**src/rtl/irq_agg_pkg.sv**
```systemverilog
package irq_agg_pkg;
  localparam int unsigned LINES_DEF  = 8;
  localparam int unsigned ADDR_W_DEF = 2;

  typedef enum logic [ADDR_W_DEF-1:0] {
    SEL_NONE0   = 2'd0,
    SEL_PRIMARY = 2'd1,
    SEL_CASCADE = 2'd2,
    SEL_NONE3   = 2'd3
  } reg_sel_e;

  // Next pending value: set applied first, then clear.
  function automatic logic [LINES_DEF-1:0] merge_pending(
    input logic [LINES_DEF-1:0] cur,
    input logic                 set_v,
    input logic [LINES_DEF-1:0] set_bits,
    input logic                 clr_v,
    input logic [LINES_DEF-1:0] clr_bits);
    logic [LINES_DEF-1:0] t;
    t = set_v ? (cur | set_bits) : cur;
    return clr_v ? (t & ~clr_bits) : t;
  endfunction
endpackage

```
**src/rtl/irq_pending_reg.sv**
```systemverilog
module irq_pending_reg #(
  parameter int unsigned LINES = 8
) (
  input  logic             clk_i,
  input  logic             rst_ni,
  input  logic             set_valid_i,
  input  logic [LINES-1:0] set_vec_i,
  input  logic             clr_valid_i,
  input  logic [LINES-1:0] clr_vec_i,
  output logic [LINES-1:0] pend_next_o,
  output logic [LINES-1:0] pend_q_o
);
  logic [LINES-1:0] pend_q;

  for (genvar g = 0; g < LINES; g++) begin : g_line
    logic raise_s;
    logic drop_s;
    assign raise_s = set_valid_i & set_vec_i[g];
    assign drop_s  = clr_valid_i & clr_vec_i[g];
    // clear wins over set within one cycle
    assign pend_next_o[g] = (pend_q[g] | raise_s) & ~drop_s;

    always_ff @(posedge clk_i or negedge rst_ni) begin
      if (!rst_ni) pend_q[g] <= 1'b0;
      else         pend_q[g] <= pend_next_o[g];
    end
  end

  assign pend_q_o = pend_q;
endmodule

```
**src/rtl/irq_mask_bank.sv**
```systemverilog
module irq_mask_bank
  import irq_agg_pkg::*;
#(
  parameter int unsigned LINES  = 8,
  parameter int unsigned ADDR_W = 2
) (
  input  logic              clk_i,
  input  logic              rst_ni,
  input  logic              wr_en_i,
  input  logic [ADDR_W-1:0] wr_addr_i,
  input  logic [LINES-1:0]  wr_data_i,
  output logic              pri_wr_o,
  output logic [LINES-1:0]  pri_next_o,
  output logic [LINES-1:0]  pri_q_o,
  output logic [LINES-1:0]  casc_q_o
);
  localparam logic [LINES-1:0]  MASK_RST = {LINES{1'b1}};
  localparam logic [ADDR_W-1:0] A_PRI    = ADDR_W'(SEL_PRIMARY);
  localparam logic [ADDR_W-1:0] A_CASC   = ADDR_W'(SEL_CASCADE);

  logic             casc_wr_s;
  logic [LINES-1:0] pri_q;
  logic [LINES-1:0] casc_q;

  assign pri_wr_o   = wr_en_i && (wr_addr_i == A_PRI);
  assign casc_wr_s  = wr_en_i && (wr_addr_i == A_CASC);
  assign pri_next_o = pri_wr_o ? wr_data_i : pri_q;

  always_ff @(posedge clk_i or negedge rst_ni) begin
    if (!rst_ni) begin
      pri_q  <= MASK_RST;
      casc_q <= MASK_RST;
    end else begin
      pri_q <= pri_next_o;
      if (casc_wr_s) casc_q <= wr_data_i;
    end
  end

  assign pri_q_o  = pri_q;
  assign casc_q_o = casc_q;
endmodule

```
**src/rtl/irq_flag_ctl.sv**
```systemverilog
module irq_flag_ctl #(
  parameter int unsigned LINES = 8
) (
  input  logic             clk_i,
  input  logic             rst_ni,
  input  logic             set_valid_i,
  input  logic             clr_valid_i,
  input  logic             pri_wr_i,
  input  logic [LINES-1:0] pend_next_i,
  input  logic [LINES-1:0] mask_next_i,
  output logic             flag_o
);
  logic flag_q;
  logic live_s;
  logic raise_s;
  logic drop_s;

  assign live_s  = |(pend_next_i & mask_next_i);
  assign raise_s = !flag_q && (set_valid_i || pri_wr_i) && live_s;
  assign drop_s  = flag_q && clr_valid_i && !live_s;

  always_ff @(posedge clk_i or negedge rst_ni) begin
    if (!rst_ni)      flag_q <= 1'b0;
    else if (raise_s) flag_q <= 1'b1;
    else if (drop_s)  flag_q <= 1'b0;
  end

  assign flag_o = flag_q;
endmodule

```
**src/rtl/irq_agg.sv**
```systemverilog
module irq_agg
  import irq_agg_pkg::*;
#(
  parameter int unsigned LINES  = LINES_DEF,
  parameter int unsigned ADDR_W = ADDR_W_DEF
) (
  input  logic              clk_i,
  input  logic              rst_ni,
  input  logic              set_valid_i,
  input  logic [LINES-1:0]  set_vec_i,
  input  logic              clr_valid_i,
  input  logic [LINES-1:0]  clr_vec_i,
  input  logic              wr_en_i,
  input  logic [ADDR_W-1:0] wr_addr_i,
  input  logic [LINES-1:0]  wr_data_i,
  output logic              irq_o,
  output logic [LINES-1:0]  cascade_mask_o
);
  logic [LINES-1:0] pend_next;
  logic [LINES-1:0] pend_q;
  logic [LINES-1:0] mask_next;
  logic [LINES-1:0] mask_q;
  logic             pri_wr;

  irq_pending_reg #(.LINES(LINES)) i_pend (
    .clk_i       (clk_i),
    .rst_ni      (rst_ni),
    .set_valid_i (set_valid_i),
    .set_vec_i   (set_vec_i),
    .clr_valid_i (clr_valid_i),
    .clr_vec_i   (clr_vec_i),
    .pend_next_o (pend_next),
    .pend_q_o    (pend_q)
  );

  irq_mask_bank #(.LINES(LINES), .ADDR_W(ADDR_W)) i_mask (
    .clk_i      (clk_i),
    .rst_ni     (rst_ni),
    .wr_en_i    (wr_en_i),
    .wr_addr_i  (wr_addr_i),
    .wr_data_i  (wr_data_i),
    .pri_wr_o   (pri_wr),
    .pri_next_o (mask_next),
    .pri_q_o    (mask_q),
    .casc_q_o   (cascade_mask_o)
  );

  irq_flag_ctl #(.LINES(LINES)) i_flag (
    .clk_i       (clk_i),
    .rst_ni      (rst_ni),
    .set_valid_i (set_valid_i),
    .clr_valid_i (clr_valid_i),
    .pri_wr_i    (pri_wr),
    .pend_next_i (pend_next),
    .mask_next_i (mask_next),
    .flag_o      (irq_o)
  );
endmodule

```
**config.mk**
```make
export PLATFORM = sky130hd
export DESIGN_NAME = irq_agg
export DESIGN_NICKNAME = d
export VERILOG_FILES = /design/src/rtl/irq_agg_pkg.sv /design/src/rtl/irq_pending_reg.sv /design/src/rtl/irq_mask_bank.sv /design/src/rtl/irq_flag_ctl.sv /design/src/rtl/irq_agg.sv
export SDC_FILE = /design/constraint.sdc
export NUM_CORES = 1
export LEC_CHECK = 0
export BUFFER_PORTS_ARGS = -buffer_cell sky130_fd_sc_hd__buf_4
export CORE_ASPECT_RATIO = 1.1
export CORE_MARGIN = 10
export CORE_UTILIZATION = 33
export DETAILED_ROUTE_END_ITERATION = 16
export GPL_TIMING_DRIVEN = 0
export PLACE_DENSITY_LB_ADDON = 0.15
export SETUP_SLACK_MARGIN = 0.4
export SLEW_MARGIN = 0
export SYNTH_ARGS = -nofsm -noshare
export SYNTH_HDL_FRONTEND = slang
export SYNTH_SLANG_ARGS = --single-unit
```
**constraint.sdc**
```tcl
create_clock -name clk_i -period 2.2 [get_ports clk_i]
set_input_delay 0.22 -clock clk_i [delete_from_list [all_inputs] [get_ports clk_i]]
set_output_delay 0.22 -clock clk_i [all_outputs]
set_load 0.01 [all_outputs]
```
After elaboration in Yosys (flattened, before gate mapping)
Index checks and enable logic that the tools add are counted.
Widths: inputs -> output; s select.
{"block": "totals", "regBits": 25, "input_bits": 31, "out_inout_bits": 9, "elab_cells": 68}
{"block": "classes", "eq_ne": 2, "mux": 3, "n_bitwise": 41, "reduce_logical": 11}
{"cell": "$and 1x1->1", "n": 24}
{"cell": "$and 8x8->8", "n": 1}
{"cell": "$mux 8", "n": 1}
{"cell": "$not 1->1", "n": 8}
{"cell": "$or 1x1->1", "n": 8}
{"cell": "$reduce_or 8->1", "n": 1}
{"cell": "$logic_and 1x1->1", "n": 6}
{"cell": "$eq 2x1->1 const B", "n": 1}
{"cell": "$eq 2x2->1 const B", "n": 1}
{"cell": "$logic_not 1->1", "n": 2}
{"cell": "$mux 1", "n": 2}
{"cell": "$reduce_bool 2->1", "n": 1}
{"cell": "$logic_or 1x1->1", "n": 1}

Depth between registers and ports, before layout
Gate-level depths: netlist of the first run.
{"block": "depth", "word_depth": 9, "depth_mapped": 6}

Modules after synthesis
From an unflattened synthesis of the first run, not the netlist that was laid out.
{"block": "hier_totals", "cells_unflattened": 70, "hier_area_um2": 1079.8}
{"mod": "irq_mask_bank", "n_inst": 1, "cells_per_inst": 35, "area_per_inst_um2": 644.4}
{"mod": "irq_pending_reg", "n_inst": 1, "cells_per_inst": 26, "area_per_inst_um2": 356.6}
{"mod": "irq_flag_ctl", "n_inst": 1, "cells_per_inst": 9, "area_per_inst_um2": 78.8}

Least setup slack after synthesis of the first run
Ideal clock, no wire load.
{"block": "synth_path", "path_kind": "input-to-reg", "start": "in wr_addr_i[1]", "end": "reg i_flag.flag_q (netlist: i_flag.flag_o)", "t_arrival_ps": 1174, "path_slack_ps": 906, "stages": 5, "path_buffers": 0, "path_cell_list": "nand3b_4 -> mux2_2 -> a22oi_1 -> nand4_1 -> a22o_1"}
{"block": "synth_via", "elab_chain_len": 8, "elab_cells_between_ends": 12, "cone_classes": "1 x eq/ne; 2 x mux; 1 x bitwise; 8 x reduce/logical"}
{"item": "from (decl)", "line_no": "irq_agg.sv:14", "source": "input logic [ADDR_W-1:0] wr_addr_i,"}
{"item": "$eq 2x1->1 *", "line_no": "irq_mask_bank.sv:25", "source": "assign pri_wr_o = wr_en_i && (wr_addr_i == A_PRI);"}
{"item": "$logic_and 1x1->1 *", "line_no": "irq_mask_bank.sv:25"}
{"item": "$mux 8 *", "line_no": "irq_mask_bank.sv:27", "source": "assign pri_next_o = pri_wr_o ? wr_data_i : pri_q;"}
{"item": "net i_flag.mask_next_i[3]", "line_no": "irq_flag_ctl.sv:10", "source": "input logic [LINES-1:0] mask_next_i,"}
{"item": "$and 8x8->8 *", "line_no": "irq_flag_ctl.sv:18", "source": "assign live_s = |(pend_next_i & mask_next_i);"}
{"item": "$reduce_or 8->1 *", "line_no": "irq_flag_ctl.sv:18"}
{"item": "$logic_not 1->1", "line_no": "irq_flag_ctl.sv:20", "source": "assign drop_s = flag_q && clr_valid_i && !live_s;"}
{"item": "$logic_and 1x1->1", "line_no": "irq_flag_ctl.sv:20"}
{"item": "$reduce_bool 2->1 (no source line)"}
{"item": "to (signal assigned)", "line_no": "irq_flag_ctl.sv:23", "source": "if (!rst_ni) flag_q <= 1'b0;"}
{"item": "to (signal assigned)", "line_no": "irq_flag_ctl.sv:24", "source": "else if (raise_s) flag_q <= 1'b1;"}
{"item": "to (signal assigned)", "line_no": "irq_flag_ctl.sv:25", "source": "else if (drop_s) flag_q <= 1'b0;"}
{"item": "to (decl)", "line_no": "irq_flag_ctl.sv:13", "source": "logic flag_q;"}
Mark *: on every way through the listed nets, which the timed path passes. The rest lies on a longest branch.
A chain may end at the register's enable or synchronous reset.

Final worst setup path of the first run
{"block": "layout_path", "start": "reg i_mask.pri_q[0] (netlist: i_mask.pri_q_o[0])", "end": "reg i_flag.flag_q (netlist: i_flag.flag_o)"}
{"block": "layout_via", "elab_chain_len": 6, "elab_cells_between_ends": 8, "cone_classes": "2 x mux; 1 x bitwise; 5 x reduce/logical"}
{"item": "from (decl)", "line_no": "irq_mask_bank.sv:22", "source": "logic [LINES-1:0] pri_q;"}
{"item": "from (signal assigned)", "line_no": "irq_mask_bank.sv:34", "source": "pri_q <= pri_next_o;"}
{"item": "$mux 8 *", "line_no": "irq_mask_bank.sv:27"}
{"item": "net i_flag.mask_next_i[0]", "line_no": "irq_flag_ctl.sv:10"}
{"item": "$and 8x8->8 *", "line_no": "irq_flag_ctl.sv:18"}
{"item": "$reduce_or 8->1 *", "line_no": "irq_flag_ctl.sv:18"}
{"item": "$logic_not 1->1", "line_no": "irq_flag_ctl.sv:20"}
{"item": "$logic_and 1x1->1", "line_no": "irq_flag_ctl.sv:20"}
{"item": "$reduce_bool 2->1 (no source line)"}
Marked as above.

==> results.cfg, run 1 <==
[outcome]
status = finished clean

[global_route]
grt_pass1_wl_um = 3990
grt_max_degree = 26
overflow = 0
groute.usage.overall_pct = 8.74
grt_pass1_vias = 805
grt_antenna_before_repair = 0

[routing]
vias = 711
antenna_left = 0
firstDrtPassIters = 2
route.detailed.drc = 0
drt_iter0_markers = 49
vias_per_cell = 4.90
drt_wl_total_um = 2460
wl_per_cell_um = 16.9

[sta]
fin_crit_sh_pct = 57.5
setup_tns_ps = 0
setup_viol = 0
fin_crit_ps = 1260
skew_ps = 5.11
slew_headroom_pct = 69.4
setup_slack_ps = 936
whs_ps = 82.2
worst_pin_slew_ps = 457
drv_slew = 0
max_freq_mhz = 791
hold_violations = 0
grt_setup_unrepaired = false

[synthesis]
ys_warn_count = 0
yosysTopAreaCellShare_pct = 42.2
synth-adder-area-share_pct = 0
postSynth.asyncResetShare_pct = 100
synth.distinct_cells = 13
ys_ff_latch = 25
synth_top_family_by_area = multiplexers
synth_edf_count = 0
synth_compound_area_share_pct = 11.9
synth_nets = 101
synth_mux_area_share_pct = 18.1
yosys-top-cells-area = dfstp_2 42%, dfrtp_1 23%, mux2_2 18%
synth_ff_type = dfstp_2
synth_area_per_cell_um2 = 14.2
synth_xor_xnor_area_share_pct = 0
syn_area_um2 = 997
synth-simple-area-share_pct = 4.14
netlist.top_cell.by_area = dfstp_2
synth_cells = 70
netlist_top_cells_count = 16 x a21oi_1, 16 x dfstp_2, 16 x mux2_2
seq_area_frac_synth_pct = 64.7

[power_and_ir_drop]
seq_power_share_pct = 57.7
pwr-share-comb_pct = 23.2
p_per_area_nw_per_um2 = 771
switching_power_mw = 0.264
p_int_mw = 0.781
peakVddDrop_mv = 0.405
switching_share_pct = 25.3
pwr-share-clk_pct = 19.1
leakage_nw = 0.610

[floorplan]
num_rows = 20
core_um2 = 2830
die_area_um2 = 5620
fp.dieW_um = 72.4
ioPinCount = 40
dieHeight_um = 77.7
start_util_pct = 35.3

[critical_path]
critPathLaunchType = flip-flop
path_max_fanout = 2
path_class = flip-flop to flip-flop
cp.arrival_ps = 1480
setup.worst_path.end_class = flip-flop
cp_data_required_time_ps = 2420

[clock_tree]
cts_tree = yes
clk_latency_ps = 310
root_buffer = clkbuf_4
htreeDepth = 1
cts_max_path_buffers = 2
cts.sinks = 25
path_clk_slew_ps = 130
cts-resized-gates = 0
cts_buffers = 3

[placement]
numPortBuffers = 37
place.gp.congestion = 0.657
pre_cts_ws_ps = 625
dp.cells = 140
post-dp-hpwl_um = 1870

[job]
maxCapViolations = 0

[final_layout]
diodes = 0
fin_nets = 144
area_growth_syn_to_layout_pct = 35.8
drive_above_1_share_pct = 66.1
instances_no_fill = 145

[hold_path]
hp-class = input port to flip-flop
[power by group through the flow]
stage          logic, mW  clock network (mW)  registers, mW
2_1_floorplan      0.105                   0          0.622
3_3_place_gp       0.241                   0          0.606
3_5_place_dp       0.247                   0          0.611
4_1_cts            0.248               0.213          0.603
5_1_grt            0.267               0.235          0.613
6_report           0.243               0.199          0.603
[metrics by stage]
step,instance area [um^2],total power [mW],utilization [%]
after floorplan,997,0.727,-
after global placement,1320,0.847,46.5
after detailed placement,1320,0.858,46.5
after CTS,1350,1.07,47.9
after global routing,1350,1.11,47.9
final,1350,1.04,47.9
[flip-flops by register name, indices dropped and copies added (netlist names)]
register         cells
i_pend.pend_q_o      8
i_mask.casc_q_o      8
i_mask.pri_q_o       8
i_flag.flag_o        1
[kinds of logic after synthesis]
group / count (synthesis)
compound gates: 21
flops: 25
mux: 16
buf+inv: 3
simple gates: 5
[final cells by class]
cell class / instances / area, um^2
Buffer: 2 / 7.51
Clock buffer: 3 / 22.5
Clock inverter: 1 / 5.00
Fill cell: 265 / 1470
Inverter: 1 / 3.75
Multi-Input combinational cell: 42 / 340
Sequential cell: 25 / 646
Tap cell: 33 / 41.3
Timing Repair Buffer: 38 / 288
[worst paths after layout]
path / cells past startpoint / slack, ps / from / to
min in group asynchronous: 2 / 330 / rst_ni / i_pend.pend_q_o[2]
setup reg to reg: 4 / 940 / i_mask.pri_q_o[0] / i_flag.flag_o
max in group asynchronous: 2 / 1580 / rst_ni / i_mask.casc_q_o[4]
hold / removal: 2 / 80 / clr_vec_i[5] / i_pend.pend_q_o[5]
setup / recovery: 4 / 940 / i_mask.pri_q_o[0] / i_flag.flag_o
hold reg to reg: 2 / 570 / i_pend.pend_q_o[5] / i_pend.pend_q_o[5]
[worst max-delay path, cell delays in order (launching register included)]
cell and delay [ps]:
dfstp_2 380, mux2_2 270, a22oi_1 220, nand4_1 110, a22o_1 190
[cell usage in the layout (no fill, tap or decap), drive strengths merged]
master	netlist	final
a22oi	4	4
dfstp	16	16
nor2	1	1
mux2	16	16
a21oi	16	16
nand4	1	1
a22o	1	1
inv	1	1
nand3b	2	2
nand2	1	1
dlygate4sd3	0	1
buf	0	37
clkbuf	2	5
dfrtp	9	9
clkinv	0	1
[metal layers]
layer | global-route usage (%) | part of all wire, % | vias up
met4 | 3.42 | 0.69 | 0
met1 | 10.6 | 44 | 344
met2 | 13.4 | 47 | 25
met3 | 3.56 | 8.3 | 2
li1 | - | - | 340
met5 | 0 | 0 | -
[repair_timing]
item                                   in CTS  in global routing
buffers inserted                            0                  0
endpoints found under the hold margin       9                  0
hold buffers                                1                  0
No activity file was read; power rests on OpenSTA's default activity.
==> inputs of run 2 (changes only) <==
clock period = 1.25 ns   (was 2.2 ns; I/O delays follow)
==> run 2 against run 1 <==
  * Sequential power up 77%
  * Utilization up 2.3 points
  * Flip-flop and latch count unchanged
  * Die area unchanged
  * Final cell count unchanged
  * Largest power group unchanged
==> results.cfg, run 2 (synthesis results as in run 1) <==
[floorplan]
start_util_pct = 35.3
fp.dieW_um = 72.4
dieHeight_um = 77.7
core_um2 = 2830
die_area_um2 = 5620
num_rows = 20
ioPinCount = 40

[hold_path]
hold_end = i_pend.pend_q_o[4]
min_path_cells = 2
hold_path_startpoint = clr_vec_i[4]
hp-class = input port to flip-flop

[clock_tree]
cts_hold_buf = 1
post_cts_buffers = 0
cts_max_path_buffers = 2
cts.sinks = 25
root_buffer = clkbuf_4
htreeDepth = 1
clk_latency_ps = 310
cts_buffers = 3
path_clk_slew_ps = 130
cts_tree = yes

[power_and_ir_drop]
p_per_area_nw_per_um2 = 1340
totalPowerFinal_mw = 1.91
peakVddDrop_mv = 0.619
leakage_nw = 0.633

[routing]
drt_iter0_markers = 22
wl_per_cell_um = 16.1
route.detailed.drc = 0
vias_per_cell = 4.93
drt_wl_total_um = 2340
firstDrtPassIters = 3
antenna_left = 0
vias = 715

[sta]
fin_crit_sh_pct = 96.5
fin_crit_ps = 1210
grt_setup_unrepaired = true
drv_slew = 0
max_freq_mhz = 829
hold_violations = 0
worst_pin_slew_ps = 451
setup_viol = 0
slew_headroom_pct = 69.8
skew_ps = 2.24

[global_route]
grt_max_degree = 26
groute.usage.overall_pct = 8.52
overflow = 0
grt_pass1_wl_um = 3930
grt_pass1_vias = 818
grt_antenna_before_repair = 0

[placement]
place.gp.congestion = 0.701
numPortBuffers = 37
place_area_um2 = 1320
post-dp-hpwl_um = 1830

[final_layout]
diodes = 0
fin_nets = 144
drive_above_1_share_pct = 69.6
area_growth_syn_to_layout_pct = 42.2
final_cell_mix = 29 x buf_4, 16 x dfstp_2, 15 x a21oi_1, 13 x mux2_2, 9 x dfrtp_1
stdcell_area_um2 = 1420
final_common_cell = buf_4
fillCellCount = 277
utilization_pct = 50.1

[critical_path]
setup.worst_path.end_class = flip-flop
r2r-end = i_flag.flag_o
path_max_fanout = 2
timing.rr.start = i_mask.pri_q_o[0]
path_class = flip-flop to flip-flop
cpPeakStageDelay_ps = 380
cp.arrival_ps = 1420
cpMaxStageDelayCell = dfstp_2
r2r_cells = 4
ff2ff_setup_slack_ps = 40
cp_data_required_time_ps = 1460
path_cells = mux2_4 > a22oi_2 > nand4_1 > a22o_1
critPathLaunchType = flip-flop

[outcome]
status = finished clean

[job]
maxCapViolations = 0
-- run 2: changes by cell type in the layout (fill, tap and decap cells not counted) --
cell / delta
a22oi_2: +4
a21oi_2: +1
clkbuf_1: +1
clkinv_2: -1
a21oi_1: -1
mux2_2: -3
a22oi_1: -4
mux2_4: +3
buf_6: +8
buf_4: -8
-- run 2: worst max-delay path: cells and delay by family, from the launching register on --
kind / cells / cell delay [ps]
flops: 1 / 380
compound gates: 2 / 360
mux: 1 / 260
simple gates: 1 / 100
-- run 2: worst max path at each step --
stage | startpoint | to | cells past startpoint
after floorplan | wr_addr_i[1] | i_flag.flag_o | 5
after global placement | wr_addr_i[1] | i_flag.flag_o | 6
after detailed placement | wr_addr_i[1] | i_flag.flag_o | 6
after CTS | i_pend.pend_q_o[0] | i_flag.flag_o | 5
after global routing | i_mask.pri_q_o[0] | i_flag.flag_o | 4
final | i_mask.pri_q_o[0] | i_flag.flag_o | 4
-- run 2: area by class of cell --
type | count | area [um^2] | area share [%]
well taps | 33 | 41.3 | 2.91
repair buffers | 38 | 318 | 22.4
inverters | 1 | 3.75 | 0.265
flip-flops and latches | 25 | 646 | 45.5
multi-input cells | 42 | 375 | 26.5
clock buffers | 4 | 26.3 | 1.85
plain buffers | 2 | 7.51 | 0.530
-- run 2: where the power goes --
| group | total, mW | internal [mW] | switching, mW |
|---|---|---|---|
| combinational | 0.488 | 0.296 | 0.193 |
| sequential | 1.07 | 1.01 | 0.0575 |
| clock | 0.348 | 0.124 | 0.223 |
-- run 2: layer usage --
| metal | routed length, um | part of all wire (%) | GRT usage [%] | vias up |
|---|---|---|---|---|
| met5 | 0 | 0 | 0 | - |
| met4 | 13 | 0.56 | 3.42 | 0 |
| met3 | 177 | 7.6 | 3.18 | 2 |
| met2 | 1190 | 51 | 13.7 | 22 |
| met1 | 954 | 41 | 9.96 | 353 |
| li1 | - | - | - | 338 |
-- run 2: what timing repair did --
item                                   in CTS  in global routing
gates resized for setup                    12                  2
pin swaps                                   1                  2
setup endpoints to repair                  10                 10
endpoints found under the hold margin      28                  1
-- run 2: stage by stage --
| step | TNS (ps) | setup slack, ps | hold WS (ps) | std cells |
|---|---|---|---|---|
| floorplan | 0 | 53.9 | -171 | 70 |
| finish | 0 | 43.5 | 0.458 | 145 |
| detailed placement | -201 | -201 | 44.2 | 140 |
| global route | -20.5 | -20.5 | -7.00 | 145 |
| global placement | -196 | -196 | 41.8 | 140 |
| CTS | 0 | 50.6 | -11.9 | 145 |
==> inputs of run 3 (changes only) <==
==> constraint.sdc (replaced) <==
create_clock -name clk_i -period 1.25 [get_ports clk_i]
set_input_delay 0.125 -clock clk_i [delete_from_list [all_inputs] [get_ports clk_i]]
set_output_delay 0.125 -clock clk_i [all_outputs]
set_load 0.05 [all_outputs]
==> run 3 against run 2 <==
  * The flow now finishes with violations (hold timing)
  * Flip-flop and latch count is the same
  * Via count up 1.8%
  * Die area unchanged
  * Non-clock buffer count increased by 4
  * Clock-buffer cell count down 1
  * First-iteration DRC count decreased by 9.1%
  * Sequential share of layout area decreased by 2.3 points
  * Critical path type unchanged
  * Largest cell class unchanged
  * Highest routed layer unchanged
==> results.cfg, run 3 (synthesis results as in run 1) <==
[clock_tree]
cts_buffers = 3
cts.sinks = 25
cts_tree = yes
clk_latency_ps = 320
root_buffer = clkbuf_4
htreeDepth = 1
cts_max_path_buffers = 2
path_clk_slew_ps = 140

[critical_path]
setup.worst_path.end_class = flip-flop
cp_data_required_time_ps = 1480
path_cells = mux2_4 > a22oi_2 > nand4_1 > a22o_1
cpPeakStageDelay_ps = 390
ff2ff_setup_slack_ps = 50
path_max_fanout = 2
path_class = flip-flop to flip-flop
cpMaxStageDelayCell = dfstp_2
r2r_cells = 4
r2r-end = i_flag.flag_o
timing.rr.start = i_mask.pri_q_o[3]
critPathLaunchType = flip-flop
cp.arrival_ps = 1430

[floorplan]
die_area_um2 = 5620
num_rows = 20
dieHeight_um = 77.7
fp.dieW_um = 72.4
core_um2 = 2830
ioPinCount = 40
start_util_pct = 35.3

[final_layout]
stdcell_area_um2 = 1490
area_growth_syn_to_layout_pct = 49.6
fin_nets = 148
final_cell_mix = 31 x buf_4, 16 x a21oi_1, 16 x dfstp_2, 11 x mux2_2, 9 x dfrtp_1
final_common_cell = buf_4
instances_no_fill = 149
diodes = 0
drive_above_1_share_pct = 69.8

[sta]
max_freq_mhz = 834
skew_ps = 14.5
grt_setup_unrepaired = true
slew_headroom_pct = 74.6
whs_ps = -16.3
setup_viol = 0
fin_crit_ps = 1200
fin_crit_sh_pct = 95.9
worst_pin_slew_ps = 382
setup_slack_ps = 51.6
drv_slew = 0
hold_violations = 4

[global_route]
groute.usage.overall_pct = 8.67
grt_antenna_before_repair = 0
overflow = 0
grt_pass1_wl_um = 3950
grt_max_degree = 26
grt_pass1_vias = 847

[routing]
vias = 728
firstDrtPassIters = 2
drt_iter0_markers = 20
vias_per_cell = 4.89
antenna_left = 0
drt_wl_total_um = 2410
route.detailed.drc = 0
wl_per_cell_um = 16.2

[placement]
place.gp.congestion = 0.672
numPortBuffers = 37
dp.cells = 140
place_area_um2 = 1340
post-dp-hpwl_um = 1880
pre_cts_ws_ps = -200

[power_and_ir_drop]
p_per_area_nw_per_um2 = 1470
totalPowerFinal_mw = 2.19
peakVddDrop_mv = 0.878
leakage_nw = 0.672

[outcome]
violations = hold timing
status = finished, violations left

[hold_path]
hold_path_startpoint = clr_vec_i[6]
hold_end = i_pend.pend_q_o[6]
min_path_cells = 2
hp-class = input port to flip-flop

[job]
maxCapViolations = 0
[run 3: cell types whose count changed in the layout (fill, tap and decap cells not counted), sizes merged]
cell,delta
clkbuf,-1
clkinvlp,+1
buf,+3
dlygate4sd3,+1
[run 3: how the worst max path moves through the flow]
stage | from | endpoint | slack, ps | cells past startpoint
2_1_floorplan | wr_addr_i[1] | i_flag.flag_o | 50 | 5
5_1_grt | i_mask.pri_q_o[3] | i_flag.flag_o | 6 | 4
3_3_place_gp | wr_addr_i[1] | i_flag.flag_o | -190 | 6
3_5_place_dp | wr_addr_i[1] | i_flag.flag_o | -200 | 6
4_1_cts | i_mask.pri_q_o[3] | i_flag.flag_o | 40 | 4
6_report | i_mask.pri_q_o[3] | i_flag.flag_o | 50 | 4
[run 3: cell type report]
cell class	instances	area [um^2]
buffer	2	7.51
clock buffer	3	22.5
clock inverter	1	7.51
fill	260	1340
inverter	1	3.75
multi-input combinational	42	379
sequential	25	646
tap	33	41.3
timing repair buffer	42	384
[run 3: worst max-delay path, delay by kind of cell (launching register included)]
family | cells | cell delay [ps]
multiplexers | 1 | 260
AND/OR/NAND/NOR | 1 | 110
flip-flops | 1 | 390
AO/OA/AOI/OAI | 2 | 350
[run 3: power breakdown]
| group | switching (mW) | internal, mW |
|---|---|---|
| logic | 0.376 | 0.363 |
| clock network | 0.241 | 0.122 |
| registers | 0.0695 | 1.01 |
| total | 0.687 | 1.50 |
[run 3: what timing repair did]
action | 4_1_cts | 5_1_grt
hold buffers | 1 | 1
pin swaps | 1 | 0
buffers inserted | 3 | 0
resized for setup | 20 | 1
setup endpoints to repair | 13 | 11
endpoints found under the hold margin | 33 | 9
[run 3: per-layer routing]
| layer | track usage [%] | wire, um | up-vias |
|---|---|---|---|
| met2 | 14.4 | 1250 | 24 |
| met4 | 1.71 | 13 | 0 |
| met3 | 5.34 | 256 | 2 |
| li1 | - | - | 351 |
| met5 | 0 | 0 | - |
| met1 | 9.21 | 891 | 351 |
[run 3: per-stage QoR]
step	TNS, ps	util, %
global route	0	52.7
floorplan	0	-
global placement	-193	47.2
finish	0	52.7
detailed placement	-200	47.2
CTS	0	52.3
